**src/rtl/txq_pkg.sv**
```systemverilog
package txq_pkg;

   localparam int PRIO_W     = 2;
   localparam int CTL_ABORT  = 6;
   localparam int CTL_LOST   = 5;
   localparam int CTL_BUSERR = 4;
   localparam int CTL_REQ    = 3;

   typedef enum logic {
      ST_IDLE   = 1'b0,
      ST_ACTIVE = 1'b1
   } txq_state_e;

   typedef struct packed {
      logic              aborted;
      logic              lost;
      logic              buserr;
      logic              req;
      logic [PRIO_W-1:0] prio;
   } txq_slot_t;

   function automatic logic [7:0] txq_pack(txq_slot_t s);
      return {1'b0, s.aborted, s.lost, s.buserr, s.req, 1'b0, s.prio};
   endfunction

endpackage

```
**src/rtl/txq_slot_ctrl.sv**
```systemverilog
module txq_slot_ctrl
   import txq_pkg::*;
(
   input  logic              clk,
   input  logic              rst_n,
   input  logic              wr_hit,
   input  logic              wr_req,
   input  logic [PRIO_W-1:0] wr_prio,
   input  logic              launch,
   input  logic              res_ok,
   input  logic              res_err,
   input  logic              res_lost,
   input  logic              abort_all,
   input  logic              clr_done,
   output txq_slot_t         st,
   output logic              done_flag
);

   logic begun_q;
   logic guard;
   logic set_now;

   // A slot is locked from the cycle it is launched until it succeeds.
   assign guard   = begun_q | launch;
   assign set_now = wr_hit & wr_req;

   always_ff @(posedge clk or negedge rst_n) begin
      if (!rst_n) begin
         st        <= '0;
         done_flag <= 1'b0;
         begun_q   <= 1'b0;
      end else begin
         if (launch) begun_q <= 1'b1;

         if (wr_hit && !guard) begin
            st.prio <= wr_prio;
            if (wr_req) begin
               st.req     <= 1'b1;
               st.aborted <= 1'b0;
               st.lost    <= 1'b0;
               st.buserr  <= 1'b0;
            end else begin
               st.req <= 1'b0;
            end
         end

         // Abort-all overrides a same-cycle host request.
         if (abort_all && !guard && (st.req || set_now)) begin
            st.req     <= 1'b0;
            st.aborted <= 1'b1;
         end

         if (res_ok) begin
            st.req  <= 1'b0;
            begun_q <= 1'b0;
         end
         if (res_err)  st.buserr <= 1'b1;
         if (res_lost) st.lost   <= 1'b1;

         if (res_ok)        done_flag <= 1'b1;
         else if (clr_done) done_flag <= 1'b0;
      end
   end

endmodule

```
**src/rtl/txq_arbiter.sv**
```systemverilog
module txq_arbiter
   import txq_pkg::*;
#(
   parameter int NUM_SLOTS = 3,
   parameter int SLOT_W    = 2
)(
   input  logic [NUM_SLOTS-1:0]        req,
   input  logic [NUM_SLOTS*PRIO_W-1:0] prio_flat,
   output logic                        any,
   output logic [SLOT_W-1:0]           winner
);

   logic [PRIO_W-1:0] best;

   // Ascending scan with >= : equal priority lets the later (higher) index win.
   always_comb begin
      any    = 1'b0;
      winner = '0;
      best   = '0;
      for (int i = 0; i < NUM_SLOTS; i++) begin
         if (req[i] && (!any || prio_flat[i*PRIO_W +: PRIO_W] >= best)) begin
            any    = 1'b1;
            winner = SLOT_W'(i);
            best   = prio_flat[i*PRIO_W +: PRIO_W];
         end
      end
   end

endmodule

```
**src/rtl/txq_payload_store.sv**
```systemverilog
module txq_payload_store #(
   parameter int NUM_SLOTS = 3,
   parameter int BYTES     = 13,
   parameter int SLOT_W    = 2,
   parameter int ADDR_W    = 4
)(
   input  logic                 clk,
   input  logic                 rst_n,
   input  logic                 wr_en,
   input  logic [SLOT_W-1:0]    wr_slot,
   input  logic [ADDR_W-1:0]    wr_addr,
   input  logic [7:0]           wr_data,
   input  logic [NUM_SLOTS-1:0] lock,
   input  logic [SLOT_W-1:0]    rd_slot,
   input  logic [ADDR_W-1:0]    rd_addr,
   output logic [7:0]           rd_data
);

   localparam logic [ADDR_W:0] BYTES_L = (ADDR_W+1)'(BYTES);
   localparam logic [SLOT_W:0] SLOTS_L = (SLOT_W+1)'(NUM_SLOTS);

   logic [7:0] bank_rd [NUM_SLOTS];
   logic       wr_in_range;
   logic       rd_in_range;

   assign wr_in_range = ({1'b0, wr_addr} < BYTES_L);
   assign rd_in_range = ({1'b0, rd_addr} < BYTES_L);

   for (genvar b = 0; b < NUM_SLOTS; b++) begin : g_bank
      logic [7:0] mem [BYTES];

      always_ff @(posedge clk or negedge rst_n) begin
         if (!rst_n) begin
            for (int i = 0; i < BYTES; i++) mem[i] <= '0;
         end else if (wr_en && wr_slot == SLOT_W'(b) && wr_in_range && !lock[b]) begin
            mem[wr_addr] <= wr_data;
         end
      end

      assign bank_rd[b] = rd_in_range ? mem[rd_addr] : 8'h00;
   end

   always_comb begin
      if ({1'b0, rd_slot} < SLOTS_L) rd_data = bank_rd[rd_slot];
      else                           rd_data = 8'h00;
   end

endmodule

```
**src/rtl/txq_scheduler.sv**
```systemverilog
module txq_scheduler
   import txq_pkg::*;
#(
   parameter int NUM_SLOTS     = 3,
   parameter int PAYLOAD_BYTES = 13,
   localparam int SLOT_W = $clog2(NUM_SLOTS),
   localparam int ADDR_W = (PAYLOAD_BYTES > 1) ? $clog2(PAYLOAD_BYTES) : 1
)(
   input  logic                 clk,
   input  logic                 rst_n,
   input  logic                 ctrl_wr_en,
   input  logic [SLOT_W-1:0]    ctrl_wr_slot,
   input  logic [7:0]           ctrl_wr_data,
   input  logic [SLOT_W-1:0]    ctrl_rd_slot,
   output logic [7:0]           ctrl_rd_data,
   input  logic                 pl_wr_en,
   input  logic [SLOT_W-1:0]    pl_wr_slot,
   input  logic [ADDR_W-1:0]    pl_wr_addr,
   input  logic [7:0]           pl_wr_data,
   input  logic [SLOT_W-1:0]    pl_rd_slot,
   input  logic [ADDR_W-1:0]    pl_rd_addr,
   output logic [7:0]           pl_rd_data,
   input  logic                 abort_all,
   input  logic [NUM_SLOTS-1:0] done_ie,
   input  logic                 merr_ie,
   input  logic [NUM_SLOTS-1:0] done_clr,
   input  logic                 merr_clr,
   output logic [NUM_SLOTS-1:0] done_flags,
   output logic                 merr_flag,
   output logic                 irq,
   input  logic                 bus_idle,
   output logic                 tx_start,
   output logic [SLOT_W-1:0]    tx_slot,
   input  logic                 tx_ok,
   input  logic                 tx_bus_err,
   input  logic                 tx_lost_arb
);

   if (NUM_SLOTS < 2 || NUM_SLOTS > 16) begin : g_bad_slots
      $error("txq_scheduler: NUM_SLOTS must lie in 2..16");
   end
   if (PAYLOAD_BYTES < 1 || PAYLOAD_BYTES > 64) begin : g_bad_bytes
      $error("txq_scheduler: PAYLOAD_BYTES must lie in 1..64");
   end

   localparam logic [SLOT_W:0] SLOTS_L = (SLOT_W+1)'(NUM_SLOTS);

   txq_state_e                 state_q;
   logic [SLOT_W-1:0]          cur_q;
   logic                       start_q;
   logic                       in_flight;
   logic                       go;
   logic                       any_pend;
   logic [SLOT_W-1:0]          win;
   logic                       res_ok, res_err, res_lost;
   logic [NUM_SLOTS-1:0]       req_vec;
   logic [NUM_SLOTS*PRIO_W-1:0] prio_flat;
   txq_slot_t                  slot_st [NUM_SLOTS];
   logic                       merr_q;
   logic                       unused_ctrl_bits;

   assign unused_ctrl_bits = ^{ctrl_wr_data[7:4], ctrl_wr_data[2]};

   assign in_flight = (state_q == ST_ACTIVE);
   assign go        = !in_flight && bus_idle && !abort_all && any_pend;
   // One outcome per attempt; success outranks error outranks lost arbitration.
   assign res_ok    = in_flight && tx_ok;
   assign res_err   = in_flight && !tx_ok && tx_bus_err;
   assign res_lost  = in_flight && !tx_ok && !tx_bus_err && tx_lost_arb;

   txq_arbiter #(
      .NUM_SLOTS (NUM_SLOTS),
      .SLOT_W    (SLOT_W)
   ) u_arb (
      .req       (req_vec),
      .prio_flat (prio_flat),
      .any       (any_pend),
      .winner    (win)
   );

   for (genvar i = 0; i < NUM_SLOTS; i++) begin : g_slot
      logic here;
      assign here = (cur_q == SLOT_W'(i));

      txq_slot_ctrl u_ctrl (
         .clk       (clk),
         .rst_n     (rst_n),
         .wr_hit    (ctrl_wr_en && ctrl_wr_slot == SLOT_W'(i)),
         .wr_req    (ctrl_wr_data[CTL_REQ]),
         .wr_prio   (ctrl_wr_data[PRIO_W-1:0]),
         .launch    (go && win == SLOT_W'(i)),
         .res_ok    (res_ok && here),
         .res_err   (res_err && here),
         .res_lost  (res_lost && here),
         .abort_all (abort_all),
         .clr_done  (done_clr[i]),
         .st        (slot_st[i]),
         .done_flag (done_flags[i])
      );

      assign req_vec[i]                      = slot_st[i].req;
      assign prio_flat[i*PRIO_W +: PRIO_W]   = slot_st[i].prio;
   end

   always_ff @(posedge clk or negedge rst_n) begin
      if (!rst_n) begin
         state_q <= ST_IDLE;
         cur_q   <= '0;
         start_q <= 1'b0;
         merr_q  <= 1'b0;
      end else begin
         start_q <= go;
         case (state_q)
            ST_IDLE: begin
               if (go) begin
                  state_q <= ST_ACTIVE;
                  cur_q   <= win;
               end
            end
            ST_ACTIVE: begin
               if (res_ok || res_err || res_lost) state_q <= ST_IDLE;
            end
            default: state_q <= ST_IDLE;
         endcase
         if (res_err)       merr_q <= 1'b1;
         else if (merr_clr) merr_q <= 1'b0;
      end
   end

   txq_payload_store #(
      .NUM_SLOTS (NUM_SLOTS),
      .BYTES     (PAYLOAD_BYTES),
      .SLOT_W    (SLOT_W),
      .ADDR_W    (ADDR_W)
   ) u_store (
      .clk     (clk),
      .rst_n   (rst_n),
      .wr_en   (pl_wr_en),
      .wr_slot (pl_wr_slot),
      .wr_addr (pl_wr_addr),
      .wr_data (pl_wr_data),
      .lock    (req_vec),
      .rd_slot (pl_rd_slot),
      .rd_addr (pl_rd_addr),
      .rd_data (pl_rd_data)
   );

   always_comb begin
      if ({1'b0, ctrl_rd_slot} < SLOTS_L) ctrl_rd_data = txq_pack(slot_st[ctrl_rd_slot]);
      else                                ctrl_rd_data = 8'h00;
   end

   assign tx_start  = start_q;
   assign tx_slot   = cur_q;
   assign merr_flag = merr_q;
   assign irq       = (|(done_flags & done_ie)) | (merr_q & merr_ie);

endmodule

```
**config.mk**
```make
export PLATFORM = sky130hd
export DESIGN_NAME = txq_scheduler
export DESIGN_NICKNAME = d
export VERILOG_FILES = /design/src/rtl/txq_pkg.sv /design/src/rtl/txq_slot_ctrl.sv /design/src/rtl/txq_arbiter.sv /design/src/rtl/txq_payload_store.sv /design/src/rtl/txq_scheduler.sv
export SDC_FILE = /design/constraint.sdc
export NUM_CORES = 1
export LEC_CHECK = 0
export BUFFER_PORTS_ARGS = -buffer_cell sky130_fd_sc_hd__buf_2
export CAP_MARGIN = 20
export CORE_ASPECT_RATIO = 0.75
export CORE_MARGIN = 3
export CORE_UTILIZATION = 60
export CTS_CLUSTER_DIAMETER = 120
export DETAILED_ROUTE_END_ITERATION = 10
export PLACE_DENSITY = 0.78
export REMOVE_ABC_BUFFERS = 1
export SLEW_MARGIN = 20
export SYNTH_ARGS = -nofsm -noshare
export SYNTH_HDL_FRONTEND = slang
export SYNTH_HIERARCHICAL = 1
export SYNTH_SLANG_ARGS = --single-unit
export TNS_END_PERCENT = 1
```
**constraint.sdc**
```tcl
create_clock -name clk -period 6.2 [get_ports clk]
set_input_delay 0.62 -clock clk [delete_from_list [all_inputs] [get_ports clk]]
set_output_delay 0.62 -clock clk [all_outputs]
set_load 0.005 [all_outputs]
```
==> impl_metrics.toml, run 1 <==
[status]
outcome = "finished clean"

[worst_setup_path]
reg2reg_setup_slack_ps = 2300
worstPathCellList = "and2_2, ha_1, and2b_1, o2bb2ai_2, mux2_1, ha_1, nand2b_1, a211o_1, a21boi_1, nor3b_1, nor2_1, nand2_1, mux2_2"
path_class = "reg -> reg"
worst_path_most_repeated_cell = "ha_1"
max_stage_delay_ps = 480
rr_worst_depth = 13
critPathSlowestCell = "dfrtp_1"
crit_required_ps = 6610
cp_max_fo = 9
cp.arrival_ps = 4300
critPathLaunchType = "flip-flop"
cp-end-kind = "flip-flop"

[cts]
cts_root_buf = "clkbuf_16"
cts_hold_buffers = 0
htreeDepth = 2
cts_buffer_depth = 3
numClockSinks = 341
cts_resized = 0
post-cts-setup-buffer-count = 0
cts.clk_slew.worst_paths_ps = 60
insertion_delay_ps = 520
tritoncts = "done"
numCtsBuffers = 34

[grt]
overflow = 0
antenna_found_initial = 4
grt_use_total = 0.267
grt_max_degree = 166
first_global_vias = 10500
grt_pass1_wl_microns = 59700

[synthesis]
ys_warn_count = 6
yosysUniqueCellTypes = 53
syn_area_sq_um = 16100
ys_seq_area_frac = 0.530
synthArstFlopShare = 1.00
syn_inst = 1166
synth_edf_count = 0
synth-seq-cells = 341
avgSynthCellArea_sq_um = 13.8
synthFlopType = "dfrtp_1"

[sta]
final.setup.tns_ps = 0
skew_ps = 9.80
hold_viol = 0
slew_headroom = 0.332
period_share = 0.629
tightest_slew_ps = 989
slew_violations = 0
period_needed_ps = 3900
fmaxAchievable_mhz = 256
setup_viol = 0
rsz0062_at_grt = "no"

[pwr]
p_total_w = 0.00549
irDropWorstVdd_mv = 0.229
power_density_nw_per_um2 = 309
leakagePower_nw = 8.52

[die]
die_area_sq_um = 28800
die_h_microns = 148
start_util = 0.615
fp.coreArea_sq_um = 26200
row_count = 51
pin_count = 73
die_x_microns = 195

[routing]
viasPerCell = 6.38
routed-via-count = 10000
wl_per_cell_microns = 24.2
wl_microns = 37900
ant_nets = 0
dr.pass1.iters = 6
drc_errors = 0
drtIter0Drc = 773

[cells_and_area]
drive_above_1_share = 0.405
layout_common_cells = "dfrtp_1, mux2_2, nand2_1"
layout.nets = 1250
areaGrowthSynthToFinish_pct = 10.4
n_fill_cell = 1866
layout_commonest_cell = "dfrtp_1"

[run]
maxCapViolCount = 0

[placed_design]
dp_hpwl_microns = 23700
io_buffers = 65
gp_congestion = 0.877

[min_path]
hold_class = "in -> async"
## sequential cells by signal (all words and copies together) (netlist names)
name	count
u_store/g_bank.mem	312
g_slot.u_ctrl/st	18
g_slot.u_ctrl/begun_q	3
g_slot.u_ctrl/done_flag	3
tx_slot	2
in_flight	1
merr_flag	1
tx_start	1
## routing by layer
metal / global-route usage / up-vias / part of all wire
met4: 0.0716 / 2 / 0.021
met3: 0.0611 / 71 / 0.074
li1: - / 4349 / -
met1: 0.393 / 5236 / 0.45
met2: 0.406 / 342 / 0.46
met5: 0 / - / 0.00032
## cells by family after synthesis
group,after synthesis,synth area share
other,1,0.000233
flip-flops,341,0.530
multiplexers,423,0.335
buffers and inverters,88,0.0226
adder cells (fa/ha/maj),4,0.00311
AND/OR/NAND/NOR,221,0.0710
AO/OA/AOI/OAI,88,0.0377
## cells in the mapped netlist, types with 7 or more instances
cell type  count  share of area
mux4_2        58          0.081
clkbuf_1      53          0.012
o22ai_1       16         0.0062
nand2b_1      19         0.0074
nand2_1       82          0.019
nor2b_1        8         0.0031
dfrtp_1      341           0.53
nor2_1        45          0.010
or3_1         10         0.0039
nor3_1        22         0.0068
o31ai_1        7         0.0033
buf_2         18         0.0056
a21oi_1       22         0.0068
mux2_1        36          0.025
mux2_2       297           0.21
mux2i_1       30          0.019
inv_1          9         0.0021
nor4_1         7         0.0027
## critical path, delay by kind of cell (launching register included)
family	cells	cell delay (ps)
simple gates	6	1290
fa+ha+maj	2	520
compound gates	3	800
flops	1	480
mux	2	680
## report_power, final
group	internal [W]	switching (W)	total [W]
Sequential	0.00251	0.000155	0.00266
Combinational	0.000394	0.000346	0.000740
Clock	0.00124	0.000843	0.00208
## per-stage QoR
stage               area, sq um  cells  utilization  worst slack (ps)  hold slack (ps)
finish                    17800   1568        0.679              2300              165
floorplan                 15800   1089            -              2780              324
detailed placement        16600   1505        0.635              2340              473
global route              17800   1568        0.679              2090              214
CTS                       17700   1565        0.678              2330              207
global placement          16600   1505        0.635              2340              464
## path summary, 6_finish.rpt
path | from | endpoint
min | rst_n | u_store/g_bank[0].mem[36]
min reg2reg | u_store/g_bank[0].mem[35] | u_store/g_bank[0].mem[35]
min in group clk | merr_clr | merr_flag
max | g_slot[0].u_ctrl/st[2] | g_slot[1].u_ctrl/st[1]
max reg2reg | g_slot[0].u_ctrl/st[2] | g_slot[1].u_ctrl/st[1]
max in group asynchronous | rst_n | u_store/g_bank[2].mem[38]
## layout make-up
type,instances,area (sq um),share of cell area
multi-input cells,738,7190,0.405
well taps,344,430,0.0242
clock buffers,54,1080,0.0608
flip-flops and latches,341,8530,0.481
repair buffers,72,415,0.0234
inverters,10,37.5,0.00211
diodes,3,7.51,0.000423
clock inverters,6,58.8,0.00331
Power figures use the tool's default switching activity.
==> run 2, diff against run 1 <==
ABC_AREA = 1   (was default)
clock period = 4 ns   (was 6.2 ns; I/O delays follow)
==> run 2 against run 1 <==
Compared with the run above:
- register-to-register slack lost 1300 ps
- final area rose by 0.33%
- clock skew is essentially flat
- sequential cell count unchanged
- non-clock buffer count rose by 19
- sequential share of layout area fell by 0.16 points
- via count grew 42%
- maximum frequency up 30%
- final cell count is 57% higher
- first-iteration DRC count is 99% higher
- die area is 0.56% higher
- clock-buffer cell count fell by 7
- largest power group unchanged
==> impl_metrics.toml, run 2 <==
[sta]
period_share = 0.748
period_needed_ps = 2990
finalHoldWorstSlack_ps = 72.1
setup_viol = 0
hold_viol = 0
final.setup.tns_ps = 0
fin_ws_ps = 1010
skew_ps = 9.58
slew_headroom = 0.283
rsz0062_at_grt = "no"
fmaxAchievable_mhz = 334
slew_violations = 0
tightest_slew_ps = 1070

[die]
pin_count = 73
row_count = 51
die_x_microns = 196
start_util = 0.617
die_h_microns = 148
die_area_sq_um = 29000
fp.coreArea_sq_um = 26200

[synthesis]
synthArstFlopShare = 1.00
synth-simple-area-share = 0.270
syn_inst = 2095
ys_top_cells_by_count = "nand2_1, o21ai_0, dfrtp_1, nor2_1, nand3_1"
synthMostInstantiatedCell = "nand2_1"
synth_adder_area_share = 0.00309
ys_seq_area_frac = 0.527
synth-seq-cells = 341
synth.area.mux_share = 0
avgSynthCellArea_sq_um = 7.72
synth_compound_area_frac = 0.142
ys_warn_count = 6
yosysTopAreaCellShare = 0.527
synthFlopType = "dfrtp_1"
synth_top_area_cell = "dfrtp_1"
synth_edf_count = 0
synth_top_family_by_area = "simple AND/OR/NAND/NOR gates"
synth.area.top_cells = "dfrtp_1, nand2_1, o21ai_0"
synth_xor_area_frac = 0
syn_area_sq_um = 16200
yosysUniqueCellTypes = 29

[routing]
dr.pass1.iters = 6
ant_nets = 0
drc_errors = 0
viasPerCell = 5.80
wl_microns = 44300
wl_per_cell_microns = 18.0
drtIter0Drc = 1542
routed-via-count = 14200

[cts]
numClockSinks = 341
insertion_delay_ps = 520
htreeDepth = 2
cts.clk_slew.worst_paths_ps = 60
cts_root_buf = "clkbuf_16"
tritoncts = "done"
numCtsBuffers = 35
cts_buffer_depth = 3

[cells_and_area]
largest_register_ffs = 312
layout.nets = 2139
largestRegisters = "u_store/g_bank.mem: 312 flops, g_slot.u_ctrl/st: 18 flops"
areaGrowthSynthToFinish_pct = 10.1
layout_common_cells = "nand2_1, o21ai_0, dfrtp_1"
stdcell_area_sq_um = 17800
drive_above_1_share = 0.0957
top_register = "u_store/g_bank.mem"
layout_commonest_cell = "nand2_1"

[worst_setup_path]
path_class = "reg -> reg"
max_stage_delay_ps = 490
cp.arrival_ps = 3410
worstPathCellList = "nand2_1, inv_1, ha_1, inv_1, nand2_1, nand2_1, nand2_2, nand2_2, nand2_1, nand2_1, ha_1, inv_1, nand2_1, nand2_1, a21oi_2, nor2_1, or2_2, nor2_1, inv_1, nand2_1, nor2_2, a21oi_2, nor2_2"
critPathSlowestCell = "dfrtp_1"
r2r-end = "g_slot[0].u_ctrl/st[2]"
critPathLaunchType = "flip-flop"
crit_required_ps = 4410
worst_path_most_repeated_cell = "nand2_1"
cp-end-kind = "flip-flop"
crit-reg2reg-launch = "g_slot[0].u_ctrl/st[2]"
rr_worst_depth = 23
cp_max_fo = 8
reg2reg_setup_slack_ps = 1010

[grt]
antenna_found_initial = 1
first_global_vias = 13600
grt_max_degree = 111
grt_pass1_wl_microns = 71700
grt_use_total = 0.307
overflow = 0

[min_path]
hold_class = "in -> reg"
hold_path_end = "merr_flag"
whs_path_depth = 2
hp-start = "merr_clr"

[status]
outcome = "finished clean"

[pwr]
leakagePower_nw = 8.63
irDropWorstVdd_mv = 0.450
p_total_w = 0.00941
power_density_nw_per_um2 = 528

[placed_design]
pre_cts_ws_ps = 1030
io_buffers = 65
dp_hpwl_microns = 27300
gp_congestion = 1.02
postPlaceCellArea_sq_um = 16600

[run]
maxCapViolCount = 0
[run 2: cell count changes in the layout (fill, tap and decap cells not counted), sizes merged, moves of 16 or more]
cell    before  now
nand2       82  691
nor2        45  241
o22ai       16    0
buf         72   90
nor3        23    3
mux2i       30    0
mux4        58    0
nand3        1  133
inv         10   84
o21ai        6  416
nand2b      19    0
mux2       335    0
[run 2: cell type report]
type / instances / area (sq um)
sequential: 341 / 8530
clock buffer: 47 / 1030
antenna: 1 / 2.50
clock inverter: 15 / 156
tap: 344 / 430
multi-input combinational: 1531 / 6730
timing repair buffer: 91 / 601
inverter: 86 / 327
fill: 2177 / 8410
[run 2: cell families after synthesis]
kind of cell	Yosys count
buffers and inverters	224
other	1
and+or+nand+nor	1075
DFF	341
AOI/OAI and AO/OA	450
adders and majority gates	4
[run 2: worst max-delay path by stage]
stage,end,cells past startpoint,slack [ps],from
6_report,g_slot[0].u_ctrl/st[2],23,1010,g_slot[0].u_ctrl/st[2]
5_1_grt,g_slot[0].u_ctrl/st[2],23,670,g_slot[0].u_ctrl/st[2]
4_1_cts,g_slot[0].u_ctrl/st[2],23,1020,g_slot[0].u_ctrl/st[2]
3_5_place_dp,g_slot[0].u_ctrl/st[2],23,1030,g_slot[0].u_ctrl/st[2]
3_3_place_gp,g_slot[0].u_ctrl/st[2],23,1030,g_slot[0].u_ctrl/st[2]
2_1_floorplan,g_slot[0].u_ctrl/st[2],23,1280,g_slot[0].u_ctrl/st[2]
[run 2: report_power, final]
part,internal (W),switching (W),total (W)
Sequential,0.00405,0.000382,0.00443
Clock,0.00201,0.00137,0.00338
Combinational,0.000591,0.00101,0.00160
Total,0.00665,0.00276,0.00941
[run 2: metal layers]
layer | routed length (microns) | global-route usage
met5 | 0 | 0
met4 | 1120 | 0.0951
met3 | 4050 | 0.0553
met2 | 20000 | 0.476
met1 | 19100 | 0.447
[run 2: timing repair]
item	CTS	global route
setup buffers	0	0
hold endpoints to repair	12	0
resized for setup	0	0
hold buffers	1	0
[run 2: critical path: cells and delay by family (launching register included)]
family          cells  cell delay, ps
buf+inv             4             180
fa+ha+maj           2             520
flops               1             490
simple gates       15            1380
compound gates      2             300
[run 2: through the flow]
step,util,instances
floorplan,-,1958
global placement,0.633,2392
global route,0.679,2456
detailed placement,0.633,2392
CTS,0.679,2455
finish,0.679,2456
